`src/rtl/afmt_pkg.sv`:
```
package afmt_pkg;

    localparam int WORD_W     = 32;
    localparam int SLOT_W     = 24;
    localparam int BIT_V      = 24;
    localparam int BIT_U      = 25;
    localparam int BIT_C      = 26;
    localparam int BIT_PAR    = 27;
    localparam int BIT_PRE_LO = 28;
    localparam int BIT_RSVD   = 30;
    localparam int BIT_SP     = 31;

    typedef enum logic [1:0] {
        PRE_BLOCK = 2'b00,
        PRE_SUB1  = 2'b01,
        PRE_SUB2  = 2'b10
    } preamble_t;

    typedef enum logic [0:0] {
        SEQ_BLOCK_HEAD = 1'b0,
        SEQ_BLOCK_BODY = 1'b1
    } seq_state_t;

endpackage

```
`src/rtl/afmt_frame_seq.sv`:
```
module afmt_frame_seq
    import afmt_pkg::*;
#(
    parameter int BLOCK_FRAMES = 192
) (
    input  logic clk,
    input  logic rst,
    input  logic adv,
    output logic blk_start
);

    localparam int CNT_W = (BLOCK_FRAMES > 2) ? $clog2(BLOCK_FRAMES) : 1;
    localparam logic [CNT_W-1:0] LAST = CNT_W'(BLOCK_FRAMES - 1);

    seq_state_t       state_q, state_d;
    logic [CNT_W-1:0] cnt_q, cnt_d;

    // next-state selection
    always_comb begin
        state_d = state_q;
        cnt_d   = cnt_q;
        if (adv) begin
            unique case (state_q)
                SEQ_BLOCK_HEAD: begin      // enter_body
                    state_d = SEQ_BLOCK_BODY;
                    cnt_d   = CNT_W'(1);
                end
                SEQ_BLOCK_BODY: begin
                    if (cnt_q == LAST) begin   // wrap
                        state_d = SEQ_BLOCK_HEAD;
                        cnt_d   = '0;
                    end else begin             // count
                        cnt_d   = cnt_q + 1'b1;
                    end
                end
                default: begin
                    state_d = SEQ_BLOCK_HEAD;
                    cnt_d   = '0;
                end
            endcase
        end
    end

    // state register
    always_ff @(posedge clk) begin
        if (rst) begin
            state_q <= SEQ_BLOCK_HEAD;
            cnt_q   <= '0;
        end else begin
            state_q <= state_d;
            cnt_q   <= cnt_d;
        end
    end

    // outputs
    always_comb begin
        unique case (state_q)
            SEQ_BLOCK_HEAD: blk_start = 1'b1;
            SEQ_BLOCK_BODY: blk_start = 1'b0;
            default:        blk_start = 1'b0;
        endcase
    end

endmodule

```
`src/rtl/afmt_chan_pack.sv`:
```
module afmt_chan_pack
    import afmt_pkg::*;
#(
    parameter int SAMPLE_W = 20,
    parameter bit IS_SUB2  = 1'b0
) (
    input  logic [SAMPLE_W-1:0] sample,
    input  logic                v,
    input  logic                u,
    input  logic                c,
    input  logic                present,
    input  logic                blk_start,
    input  logic                force_pad,
    output logic [WORD_W-1:0]   word
);

    localparam int SHIFT = SLOT_W - SAMPLE_W;

    logic [SLOT_W-1:0] slot;
    preamble_t         pre;

    always_comb slot = SLOT_W'(sample) << SHIFT;

    generate
        if (IS_SUB2) begin : g_sub2
            always_comb pre = blk_start ? PRE_SUB2 : PRE_SUB2;
        end else begin : g_sub1
            always_comb pre = blk_start ? PRE_BLOCK : PRE_SUB1;
        end
    endgenerate

    always_comb begin
        word = '0;
        if (force_pad) begin
            word[BIT_SP] = present;
        end else begin
            word[SLOT_W-1:0]               = slot;
            word[BIT_V]                    = v;
            word[BIT_U]                    = u;
            word[BIT_C]                    = c;
            word[BIT_PAR]                  = ^{c, u, v, slot};
            word[BIT_PRE_LO+1:BIT_PRE_LO]  = pre;
            word[BIT_RSVD]                 = 1'b0;
            word[BIT_SP]                   = present;
        end
    end

endmodule

```
`src/rtl/afmt_subframe_fmt.sv`:
```
module afmt_subframe_fmt
    import afmt_pkg::*;
#(
    parameter int NUM_CH       = 8,
    parameter int SAMPLE_W     = 20,
    parameter int BLOCK_FRAMES = 192
) (
    input  logic                       clk,
    input  logic                       rst,
    input  logic                       in_valid,
    input  logic [NUM_CH*SAMPLE_W-1:0] in_samples,
    input  logic [NUM_CH-1:0]          in_v,
    input  logic [NUM_CH-1:0]          in_u,
    input  logic [NUM_CH-1:0]          in_c,
    input  logic                       in_present,
    input  logic                       in_single,
    output logic                       out_valid,
    output logic [NUM_CH*WORD_W-1:0]   out_words
);

    localparam int BUS_W = NUM_CH * WORD_W;

    logic             head;
    logic [BUS_W-1:0] packed_w;

    afmt_frame_seq #(
        .BLOCK_FRAMES(BLOCK_FRAMES)
    ) u_seq (
        .clk       (clk),
        .rst       (rst),
        .adv       (in_valid),
        .blk_start (head)
    );

    generate
        for (genvar ch = 0; ch < NUM_CH; ch++) begin : g_ch
            logic pad;
            if (ch == 1) begin : g_pad
                assign pad = in_single;
            end else begin : g_nopad
                assign pad = 1'b0;
            end

            afmt_chan_pack #(
                .SAMPLE_W (SAMPLE_W),
                .IS_SUB2  (ch % 2 == 1)
            ) u_pack (
                .sample    (in_samples[ch*SAMPLE_W +: SAMPLE_W]),
                .v         (in_v[ch]),
                .u         (in_u[ch]),
                .c         (in_c[ch]),
                .present   (in_present),
                .blk_start (head),
                .force_pad (pad),
                .word      (packed_w[ch*WORD_W +: WORD_W])
            );
        end
    endgenerate

    always_ff @(posedge clk) begin
        if (rst) begin
            out_valid <= 1'b0;
            out_words <= '0;
        end else begin
            out_valid <= in_valid;
            if (in_valid) begin
                out_words <= packed_w;
            end
        end
    end

endmodule

```
`config.mk`:
```
export PLATFORM = sky130hd
export DESIGN_NAME = afmt_subframe_fmt
export DESIGN_NICKNAME = d
export VERILOG_FILES = /design/src/rtl/afmt_pkg.sv /design/src/rtl/afmt_frame_seq.sv /design/src/rtl/afmt_chan_pack.sv /design/src/rtl/afmt_subframe_fmt.sv
export SDC_FILE = /design/constraint.sdc
export NUM_CORES = 1
export LEC_CHECK = 0
export ABC_AREA = 0
export ABC_CLOCK_PERIOD_IN_PS = 2150
export BUFFER_PORTS_ARGS = -buffer_cell sky130_fd_sc_hd__buf_2
export CORE_MARGIN = 2
export CORE_UTILIZATION = 30
export DETAILED_ROUTE_END_ITERATION = 8
export PLACE_DENSITY = 0.61
export SYNTH_ARGS = -nofsm -noshare
export SYNTH_HDL_FRONTEND = slang
export SYNTH_SLANG_ARGS = --single-unit
```
`constraint.sdc`:
```
create_clock -name clk -period 2.15 [get_ports clk]
set_clock_uncertainty 0.1 [all_clocks]
set_input_delay 0.1075 -clock clk [delete_from_list [all_inputs] [get_ports clk]]
set_output_delay 0.1075 -clock clk [all_outputs]
set_load 0.01 [all_outputs]
```
# [Word-level counts from Yosys, hierarchy flattened]
# Cells that the tools add are included.
[totals] register_bits=228 inputBits=189 output_inout_bits=257 wordCells=22
[classes] addsub=1 n_eq_ne=1 n_mux=7 bitwise_logic=1 n_reduce_logical=8
[ops] operator="27-bit parity" count=8
[ops] operator="30-bit 2-to-1 mux" count=1
[ops] operator="8-bit one-hot mux with 2 select lines" count=1
[ops] operator="8-bit by 1-bit adder with 8-bit output, second input constant" count=1
[ops] operator="8-bit equality test, second input constant" count=1
[ops] operator="8-bit 2-to-1 mux" count=1
[ops] operator="1-bit one-hot mux with 2 select lines" count=2
[ops] operator="1-bit 2-to-1 mux" count=2
[ops] operator="1-bit NOT" count=1

# [Logic depth before layout (Yosys ltp)]
# Gate-level depths: netlist of the first run.
[logic_depth] ltp_word=3 mapped_depth=7 mapped_depth_nobuf=6

# [Modules after synthesis]
# Synthesis of the first run repeated with hierarchy kept, for this count alone.
[unflattened] cells_unflattened=1330 area_unflattened_um2=13023.7
[by_module_without_submodules] module="afmt_subframe_fmt" n_inst=1 cells_per_inst=829 area_per_inst_um2=9227.6 seq_area_each_um2=5144.9
[by_module_without_submodules] module="afmt_chan_pack at g_ch[1].u_pack ..." n_inst=7 cells_per_inst=56 area_per_inst_um2=415.4 seq_area_each_um2=0.0
[by_module_without_submodules] module="afmt_frame_seq" n_inst=1 cells_per_inst=52 area_per_inst_um2=471.7 seq_area_each_um2=180.2
[by_module_without_submodules] module="afmt_chan_pack at g_ch[0].u_pack" n_inst=1 cells_per_inst=57 area_per_inst_um2=416.6 seq_area_each_um2=0.0

# [Worst setup path after synthesis of the first run]
# No wires, ideal clock.
[synth_path] kind="flip-flop to flip-flop" start="reg u_seq.cnt_q[0]" end="reg u_seq.cnt_q[5]" setup_time_ps=128 arrival_ps=1401 required_ps=1922 slack_ps=521 stages_incl_launch_ff=7 n_path_buf=0 period_less_slack_ps=1629 cell_sequence="dfxtp_1 ha_1 nand4_1 o21bai_1 o21ai_0 a21oi_1 nor2_1"
[synth_between] elab_chain_cells=3 elab_cells_between_ends=4 cone_classes="add/sub (1); eq/ne (1); mux (2)"
[synth_rtl] item="start: declaration" line="afmt_frame_seq.sv:16" rtl="logic [CNT_W-1:0] cnt_q, cnt_d;"
[synth_rtl] item="start signal: assignment" line="afmt_frame_seq.sv:51" rtl="cnt_q <= cnt_d;"
[synth_rtl] item="8-bit by 1-bit adder with 8-bit output or 8-bit equality test (tied branches)" line="afmt_frame_seq.sv:33, afmt_frame_seq.sv:29"
[synth_rtl] item="8-bit 2-to-1 mux *" line="afmt_frame_seq.sv:29" rtl="if (cnt_q == LAST) begin"
[synth_rtl] item="8-bit one-hot mux with 2 select lines *" line="afmt_frame_seq.sv:23" rtl="unique case (state_q)"
# Mark *: on every way between the ends. The rest lies on a longest branch, timed or not.
# A chain may end at the register's enable or synchronous reset.

# [Worst setup path in the final report of the first run]
[layout_path] start="in in_samples[61]" end="reg out_words[123]"
[layout_between] elab_chain_cells=1
[layout_rtl] item="start: declaration" line="afmt_subframe_fmt.sv:11" rtl="input logic [NUM_CH*SAMPLE_W-1:0] in_samples,"
[layout_rtl] item="27-bit parity" line="afmt_chan_pack.sv:41" rtl="word[BIT_PAR] = ^{c, u, v, slot};"
[layout_rtl] item="end signal: assignment" line="afmt_subframe_fmt.sv:67" rtl="out_words <= packed_w;"
[layout_rtl] item="end: declaration" line="afmt_subframe_fmt.sv:18" rtl="output logic [NUM_CH*WORD_W-1:0] out_words"
# Every way passes these cells.

==> run_results.csv, run 1 <==
group,metric,value,unit
logic_synthesis,ys.flop_type,"dfxtp_1",
cells_and_area,fill_cells,2876,
floorplan,start_util,30.26,%
worst_setup_path,r2r_slack,280,ps
placed_design,dp_hpwl,19.90,mm
logic_synthesis,synth_top_area_share,43.42,%
sta,relSlewSlack,34.72,%
power_and_ir_drop,power,10.50,mW
placed_design,gp_congestion,0.8159,
sta,fmax,523.0,MHz
logic_synthesis,yosysWarningCount,0,
outcome,outcome,"finished clean",
clocking,clockBufferDepth,3,
logic_synthesis,synth_cells,937,
grt,grt_usage,17.13,%
routing,drt_iter0_drc,197,
floorplan,dieArea,0.03310,mm2
cells_and_area,drive_above_1_share,29.71,%
sta,fin_setup_tns,0,ps
floorplan,ios,446,
clocking,post_cts_buffers,0,
worst_setup_path,crit_fanout,2,
floorplan,die_x,181.9,um
grt,grt_pass1_wl,45.68,mm
clocking,path_clk_slew,60,ps
clocking,h-tree-depth,1,
grt,grt_pass1_vias,8660,
sta,fin_crit_sh,88.93,%
cells_and_area,diodes,0,
min_path,min_path_type,"in -> reg",
power_and_ir_drop,power_density,727.5,mW/mm2
worst_setup_path,cp.required,2450,ps
sta,worst_slack,238.0,ps
cells_and_area,area_growth,52.04,%
logic_synthesis,synth_edf_count,0,
clocking,clock_sinks,206,
sta,fin_crit,1912,ps
sta,rsz0062_at_grt,"no",
clocking,cts_tree,"built",
floorplan,die_y,181.9,um
sta,hold_violations,0,
logic_synthesis,netlist_top_cells_area,"dfxtp_1 (43%), mux2i_1 (17%), xnor2_1 (9.2%)",
grt,overflow,0,
worst_setup_path,start_kind,"primary input",
placed_design,dp_slack,297.1,ps
worst_setup_path,cp.arrival,2210,ps
clocking,cts-root-buf,"clkbuf_16",
worst_setup_path,worstSetupEndpointType,"flop",
cells_and_area,nets,1702,
routing,antenna_left,0,
power_and_ir_drop,vdd.ir_drop.worst,0.4782,mV
logic_synthesis,synth_most_common_cell,"nor2_1",
grt,antenna_found_initial,0,
clocking,clkLatencyLatePin,510,ps
logic_synthesis,ys_seq_elements,206,
logic_synthesis,syn_area,0.009498,mm2
routing,drc,0,
floorplan,fp.coreArea,0.03139,mm2
clocking,cts.repair.resized,0,
logic_synthesis,ys_seq_area_share,43.42,%
grt,grt_max_degree,81,
routing,wl_per_cell,15.36,um
routing,first_pass_iters,6,
sta,finalSetupViolCount,0,
sta,tightest_slew,975.6,ps
routing,vias,8512,
logic_synthesis,yosysUniqueCellTypes,36,
sta,slew_violations,0,
placed_design,port_buffers,397,
flow_run,drv_cap,0,
clocking,hold_buffers,203,
clocking,numCtsBuffers,24,
routing,routed_via_density,4.410,
power_and_ir_drop,p_leak,7.200,nW
logic_synthesis,avgSynthCellArea,10.14,um2
worst_setup_path,path_class,"in -> reg",
logic_synthesis,synth.top_cells.by_count,"nor2_1 (211), dfxtp_1 (206), mux2i_1 (162), xnor2_1 (100), buf_4 (60)",
routing,wl,29.65,mm
logic_synthesis,async_flop_share,0,%
logic_synthesis,yosysTopAreaCell,"dfxtp_1",
cells_and_area,fin_util,46.00,%
floorplan,rows,65,
critical path, stage by stage:
cell and delay, ps:
dlygate4sd3_1 540, buf_2 150, xnor2_1 360, xnor2_1 190
xnor3_1 430, and3_1 170, a311o_1 260
metal layers:
metal	routed length [um]	track usage, %	up-vias
met5	0	0	-
met4	1175	7.290	0
met3	2434	5.014	83
met2	14370	30.08	376
met1	11670	19.36	3901
li1	-	-	4152
stage by stage:
| stage | std cells | hold slack (ps) | instance area (um2) |
|---|---|---|---|
| 6_report | 1930 | 93.87 | 14440 |
| 5_1_grt | 1930 | 86.71 | 14440 |
| 4_1_cts | 1930 | 58.37 | 14440 |
| 3_5_place_dp | 1685 | 256.9 | 11680 |
| 3_3_place_gp | 1685 | 244.8 | 11680 |
| 2_1_floorplan | 984 | 151.6 | 9674 |
report_power, final:
| part | internal, mW | switching (mW) |
|---|---|---|
| clock | 2.26 | 1.55 |
| sequential | 4.08 | 0.135 |
| combinational | 1.33 | 1.14 |
| total | 7.68 | 2.83 |
cell families (layout without fill, tap and decap cells):
| kind of cell | Yosys count | in the layout | share of synthesized area (%) |
|---|---|---|---|
| adders and majority gates | 1 | 1 | 0.1317 |
| other | 1 | 48 | 0.03948 |
| buffers and inverters | 114 | 658 | 7.114 |
| muxes | 162 | 162 | 17.07 |
| and+or+nand+nor | 261 | 261 | 11.13 |
| DFF | 206 | 206 | 43.42 |
| xor gates and xnor gates | 144 | 144 | 17.71 |
| AOI/OAI and AO/OA | 48 | 48 | 3.386 |
flip-flops by register name, indices dropped and copies added, names as in the netlist:
name and cells:
u_seq.cnt_q 8, u_seq.state_q 1, out_words 196, out_valid 1
cell type report:
| class | count | area, um2 | area share (%) |
|---|---|---|---|
| multi-input combinational | 664 | 4875 | 33.76 |
| timing repair buffer | 613 | 4195 | 29.05 |
| sequential | 206 | 4124 | 28.56 |
| clock buffer | 40 | 721.9 | 5.000 |
| tap | 402 | 503.0 | 3.483 |
| inverter | 3 | 11.26 | 0.07798 |
| clock inverter | 2 | 10.01 | 0.06932 |
placed cells by master (no fill, tap or decap), types with 2 or more instances in the layout:
| master | count |
|---|---|
| xnor2_1 | 100 |
| nand3_1 | 5 |
| nand2b_1 | 3 |
| dfxtp_1 | 206 |
| nand3b_1 | 2 |
| o21ai_0 | 4 |
| a311o_1 | 7 |
| and3_1 | 7 |
| nand4_1 | 2 |
| xnor2_2 | 12 |
| a22oi_1 | 14 |
| clkbuf_16 | 25 |
| nor3_1 | 2 |
| mux2i_1 | 162 |
| xnor3_1 | 24 |
| a21oi_1 | 17 |
| buf_4 | 8 |
| clkbuf_8 | 4 |
| dlygate4sd3_1 | 203 |
| nor2_1 | 211 |
| nor4_1 | 9 |
| clkinv_2 | 2 |
| or3_1 | 2 |
| conb_1 | 48 |
| xor2_1 | 8 |
| clkbuf_1 | 11 |
| nand2_1 | 17 |
| buf_2 | 395 |
| buf_12 | 5 |
path summary, 6_finish.rpt:
path / depth (start not counted) / startpoint / endpoint
max: 7 / in_samples[61] / out_words[123]$_SDFFE_PP0P_
min: 3 / in_single / out_words[61]$_SDFFE_PP0P_
max reg2reg: 6 / u_seq.cnt_q[0]$_SDFFE_PP0P_ / u_seq.cnt_q[5]$_SDFFE_PP0P_
min reg2reg: 2 / out_words[61]$_SDFFE_PP0P_ / out_words[61]$_SDFFE_PP0P_
No activity file was read; power rests on OpenSTA's default activity.
==> run 2, diff against run 1 <==
--- a/config.mk
+++ b/config.mk
@@ -11,7 +11,7 @@
 export CORE_MARGIN = 2
 export CORE_UTILIZATION = 30
 export DETAILED_ROUTE_END_ITERATION = 8
-export PLACE_DENSITY = 0.61
+export PLACE_DENSITY = 0.52
 export SYNTH_ARGS = -nofsm -noshare
 export SYNTH_HDL_FRONTEND = slang
 export SYNTH_SLANG_ARGS = --single-unit
==> run_results.csv, run 2 (synthesis gave the netlist of run 1 again) <==
group,metric,value,unit
worst_setup_path,cp.required,2440,ps
cells_and_area,mostFrequentLayoutCells,"buf_2 (395), dlygate4sd3_1 (224), nor2_1 (211)",
power_and_ir_drop,power,10.79,mW
clocking,numCtsBuffers,25,
placed_design,dp_hpwl,19.91,mm
power_and_ir_drop,switching_share,26.93,%
cells_and_area,drive_above_1_share,29.72,%
cells_and_area,largest_register,"out_words",
floorplan,dieArea,0.03310,mm2
placed_design,gp_congestion,0.7754,
clocking,post_cts_buffers,0,
outcome,outcome,"finished clean",
cells_and_area,fill_cells,2964,
clocking,cts_tree,"built",
cells_and_area,diodes,0,
placed_design,port_buffers,397,
power_and_ir_drop,pwr-share-comb,23.1,%
sta,finalSetupViolCount,0,
cells_and_area,nets,1723,
routing,wl_per_cell,15.03,um
routing,wl,29.30,mm
floorplan,start_util,30.26,%
worst_setup_path,path_class,"in -> reg",
worst_setup_path,slowest_stage,"dlygate4sd3_1",
clocking,path_clk_slew,60,ps
power_and_ir_drop,vdd.ir_drop.worst,0.5371,mV
worst_setup_path,worstSetupEndpointType,"flop",
sta,relSlewSlack,53.79,%
floorplan,rows,65,
floorplan,die_x,181.9,um
routing,antenna_left,0,
power_and_ir_drop,power.net_switching,2.904,mW
routing,drc,0,
worst_setup_path,path_cells,"dlygate4sd3_1 > buf_8 > buf_12 > mux2i_1 > nor2_1 > dlygate4sd3_1",
routing,routed_via_density,4.336,
power_and_ir_drop,p_int,7.882,mW
power_and_ir_drop,p_seq_share,39.0,%
grt,grt_usage,16.85,%
routing,drt_iter0_drc,255,
grt,grt_pass1_vias,8685,
clocking,clock_sinks,206,
power_and_ir_drop,p_leak,7.347,nW
flow_run,drv_cap,0,
worst_setup_path,start_kind,"primary input",
sta,fin_setup_tns,0,ps
worst_setup_path,crit_fanout,71,
power_and_ir_drop,power_frac_clock,37.9,%
grt,grt_pass1_wl,45.40,mm
sta,rsz0062_at_grt,"no",
sta,tightest_slew,693.2,ps
min_path,min_path_type,"in -> reg",
placed_design,dp_slack,286.4,ps
cells_and_area,final_common_cell,"buf_2",
sta,hold_violations,0,
cells_and_area,final_area,0.01469,mm2
floorplan,ios,446,
clocking,cts-root-buf,"clkbuf_16",
grt,overflow,0,
cells_and_area,area_growth,54.67,%
clocking,clkLatencyLatePin,510,ps
cells_and_area,largest_reg_flops,196,
sta,fmax,504.1,MHz
clocking,clockBufferDepth,3,
floorplan,die_y,181.9,um
routing,first_pass_iters,4,
sta,hold_slack,288.7,ps
grt,grt_max_degree,82,
routing,vias,8456,
worst_setup_path,cp_common_cell,"dlygate4sd3_1",
sta,fin_crit,1984,ps
worst_setup_path,cp.arrival,2270,ps
power_and_ir_drop,power_density,734.3,mW/mm2
sta,worst_slack,166.4,ps
sta,fin_crit_sh,92.26,%
placed_design,place_area,0.01166,mm2
grt,antenna_found_initial,1,
floorplan,fp.coreArea,0.03139,mm2
worst_setup_path,crit_path_max_incr_delay,580,ps
cells_and_area,reg_top3,"out_words (196), u_seq.cnt_q (8)",
clocking,h-tree-depth,1,
sta,slew_violations,0,
-- run 2: worst paths after layout --
kind / endpoint / slack, ps / from / depth (start not counted)
max reg2reg: u_seq.cnt_q[5]$_SDFFE_PP0P_ / 290 / u_seq.cnt_q[0]$_SDFFE_PP0P_ / 6
min reg2reg: out_words[61]$_SDFFE_PP0P_ / 360 / out_words[61]$_SDFFE_PP0P_ / 2
max: out_words[88]$_SDFFE_PP0P_ / 170 / in_valid / 6
min: out_words[7]$_SDFFE_PP0P_ / 290 / in_samples[3] / 4
-- run 2: per-stage QoR --
step / utilization, % / cells
after global routing: 46.80 / 1950
final: 46.80 / 1950
after CTS: 46.80 / 1950
after global placement: 37.13 / 1684
after detailed placement: 37.13 / 1684
after floorplan: - / 984
-- run 2: final cells by class --
| type | count | area, um2 | area share [%] |
|---|---|---|---|
| clock buffer | 35 | 723.2 | 4.923 |
| clock inverter | 7 | 68.82 | 0.4684 |
| inverter | 3 | 11.26 | 0.07665 |
| multi-input combinational | 664 | 4875 | 33.18 |
| sequential | 206 | 4124 | 28.07 |
| tap | 402 | 503.0 | 3.424 |
| timing repair buffer | 633 | 4385 | 29.85 |
-- run 2: worst max-delay path, delay by kind of cell --
family	cells	cell delay, ps
buffers and inverters	4	1740
multiplexers	1	250
AND/OR/NAND/NOR	1	60
-- run 2: routing by layer --
| layer | global-route usage, % | up-vias | share of wire (%) |
|---|---|---|---|
| li1 | - | 4195 | - |
| met1 | 19.37 | 3879 | 40 |
| met5 | 0 | - | 0.041 |
| met3 | 4.633 | 59 | 7.6 |
| met4 | 5.355 | 2 | 3.2 |
| met2 | 30.30 | 321 | 49 |
-- run 2: repair_timing --
action / CTS / global route
hold buffers: 224 / 0
endpoints found under the hold margin: 194 / 0
gates resized for setup: 0 / 0
-- run 2: power by group through the flow --
stage	logic, mW	registers (mW)	clock network (mW)
6_report	2.49	4.21	4.08
5_1_grt	2.71	4.24	4.37
4_1_cts	2.51	4.21	4.25
3_5_place_dp	2.18	4.29	0
3_3_place_gp	2.16	4.28	0
2_1_floorplan	1.33	4.41	0
==> run 3, diff against run 2 <==
--- a/config.mk
+++ b/config.mk
@@ -11,7 +11,6 @@
 export CORE_MARGIN = 2
 export CORE_UTILIZATION = 30
 export DETAILED_ROUTE_END_ITERATION = 8
-export PLACE_DENSITY = 0.52
 export SYNTH_ARGS = -nofsm -noshare
 export SYNTH_HDL_FRONTEND = slang
 export SYNTH_SLANG_ARGS = --single-unit
==> run_results.csv, run 3 (synthesis gave the netlist of run 1 again) <==
group,metric,value,unit
power_and_ir_drop,p_leak,7.251,nW
clocking,clkLatencyLatePin,510,ps
routing,drt_iter0_drc,216,
cells_and_area,diodes,0,
routing,vias,8486,
sta,fin_crit_sh,92.89,%
clocking,cts-root-buf,"clkbuf_16",
power_and_ir_drop,vdd.ir_drop.worst,0.5532,mV
clocking,h-tree-depth,1,
cells_and_area,largest_register,"out_words",
cells_and_area,nets,1708,
min_path,min_path_type,"in -> reg",
worst_setup_path,path_class,"in -> reg",
clocking,cts_tree,"built",
cells_and_area,largest_reg_flops,196,
worst_setup_path,start_kind,"primary input",
floorplan,die_y,181.9,um
routing,antenna_left,0,
placed_design,port_buffers,397,
power_and_ir_drop,power_density,744.3,mW/mm2
sta,hold_slack,19.73,ps
routing,drc,0,
worst_setup_path,cp.arrival,2350,ps
floorplan,start_util,30.26,%
cells_and_area,reg_top3,"out_words (196), u_seq.cnt_q (8)",
grt,grt_pass1_vias,8747,
grt,grt_usage,17.00,%
sta,slew_violations,0,
cells_and_area,area_growth,52.92,%
worst_setup_path,cp.required,2510,ps
sta,worst_slack,152.9,ps
clocking,post_cts_buffers,0,
grt,grt_max_degree,86,
outcome,outcome,"finished clean",
sta,rsz0062_at_grt,"no",
worst_setup_path,r2r_slack,280,ps
flow_run,drv_cap,0,
cells_and_area,mostFrequentLayoutCells,"buf_2 (395), nor2_1 (211), dfxtp_1 (206)",
cells_and_area,final_common_cell,"buf_2",
sta,finalSetupViolCount,0,
clocking,path_clk_slew,60,ps
floorplan,dieArea,0.03310,mm2
placed_design,gp_congestion,0.8024,
placed_design,dp_slack,294.1,ps
routing,routed_via_density,4.381,
cells_and_area,drive_above_1_share,30.29,%
clocking,numCtsBuffers,25,
clocking,clock_sinks,206,
worst_setup_path,crit_fanout,28,
grt,overflow,0,
grt,grt_pass1_wl,45.61,mm
sta,hold_violations,0,
routing,wl_per_cell,15.36,um
floorplan,rows,65,
clocking,clockBufferDepth,3,
sta,tightest_slew,963.3,ps
routing,first_pass_iters,4,
cells_and_area,fin_util,46.27,%
worst_setup_path,worstSetupEndpointType,"flop",
floorplan,die_x,181.9,um
sta,relSlewSlack,35.54,%
placed_design,dp_hpwl,20.06,mm
floorplan,ios,446,
grt,antenna_found_initial,0,
sta,fin_crit,1997,ps
routing,wl,29.75,mm
floorplan,fp.coreArea,0.03139,mm2
sta,fmax,500.7,MHz
sta,fin_setup_tns,0,ps
-- run 3: what timing repair did --
action                    CTS  global route
gates resized for setup     0             0
hold buffers              205             0
hold endpoints to repair  197             0
-- run 3: area by class of cell --
class | count | area, um2
clock buffer | 36 | 726.9
sequential | 206 | 4124
fill | 2920 | 16870
timing repair buffer | 618 | 4213
clock inverter | 8 | 71.32
tap | 402 | 503.0
multi-input combinational | 664 | 4875
inverter | 3 | 11.26
-- run 3: worst max-delay path, cell delays in order --
cell	delay, ps
dlygate4sd3_1	570
buf_8	190
inv_2	310
buf_4	350
nand2_1	90
a21oi_1	150
dlygate4sd3_1	560
-- run 3: stage by stage --
stage / power, mW / cell area (um2) / cells
4_1_cts: 10.93 / 14520 / 1937
2_1_floorplan: 5.741 / 9674 / 984
3_5_place_dp: 6.476 / 11670 / 1688
3_3_place_gp: 6.443 / 11670 / 1688
6_report: 10.81 / 14520 / 1937
5_1_grt: 11.32 / 14520 / 1937
-- run 3: path summary, 6_finish.rpt --
kind | endpoint | cells past startpoint | start
setup reg to reg | u_seq.cnt_q[5]$_SDFFE_PP0P_ | 6 | u_seq.cnt_q[0]$_SDFFE_PP0P_
hold / removal | out_words[61]$_SDFFE_PP0P_ | 3 | in_single
hold reg to reg | out_words[61]$_SDFFE_PP0P_ | 2 | out_words[61]$_SDFFE_PP0P_
setup / recovery | out_words[220]$_SDFFE_PP0P_ | 7 | in_valid
-- run 3: per-layer routing --
metal	vias to the layer above	routed length [um]	share of wire, %	global-route usage, %
li1	4166	-	-	-
met1	3924	11800	40	18.77
met2	331	14620	49	31.16
met3	65	2369	8.0	4.854
met4	0	961	3.2	5.871
met5	-	0	0	0
-- run 3: report_power, final --
part           internal [mW]  total [mW]  switching [mW]  leakage, nW
registers               4.08        4.22           0.135         1.70
logic                   1.33        2.48            1.15         5.16
clock network           2.46        4.11            1.66        0.395
total                   7.87        10.8            2.94         7.25
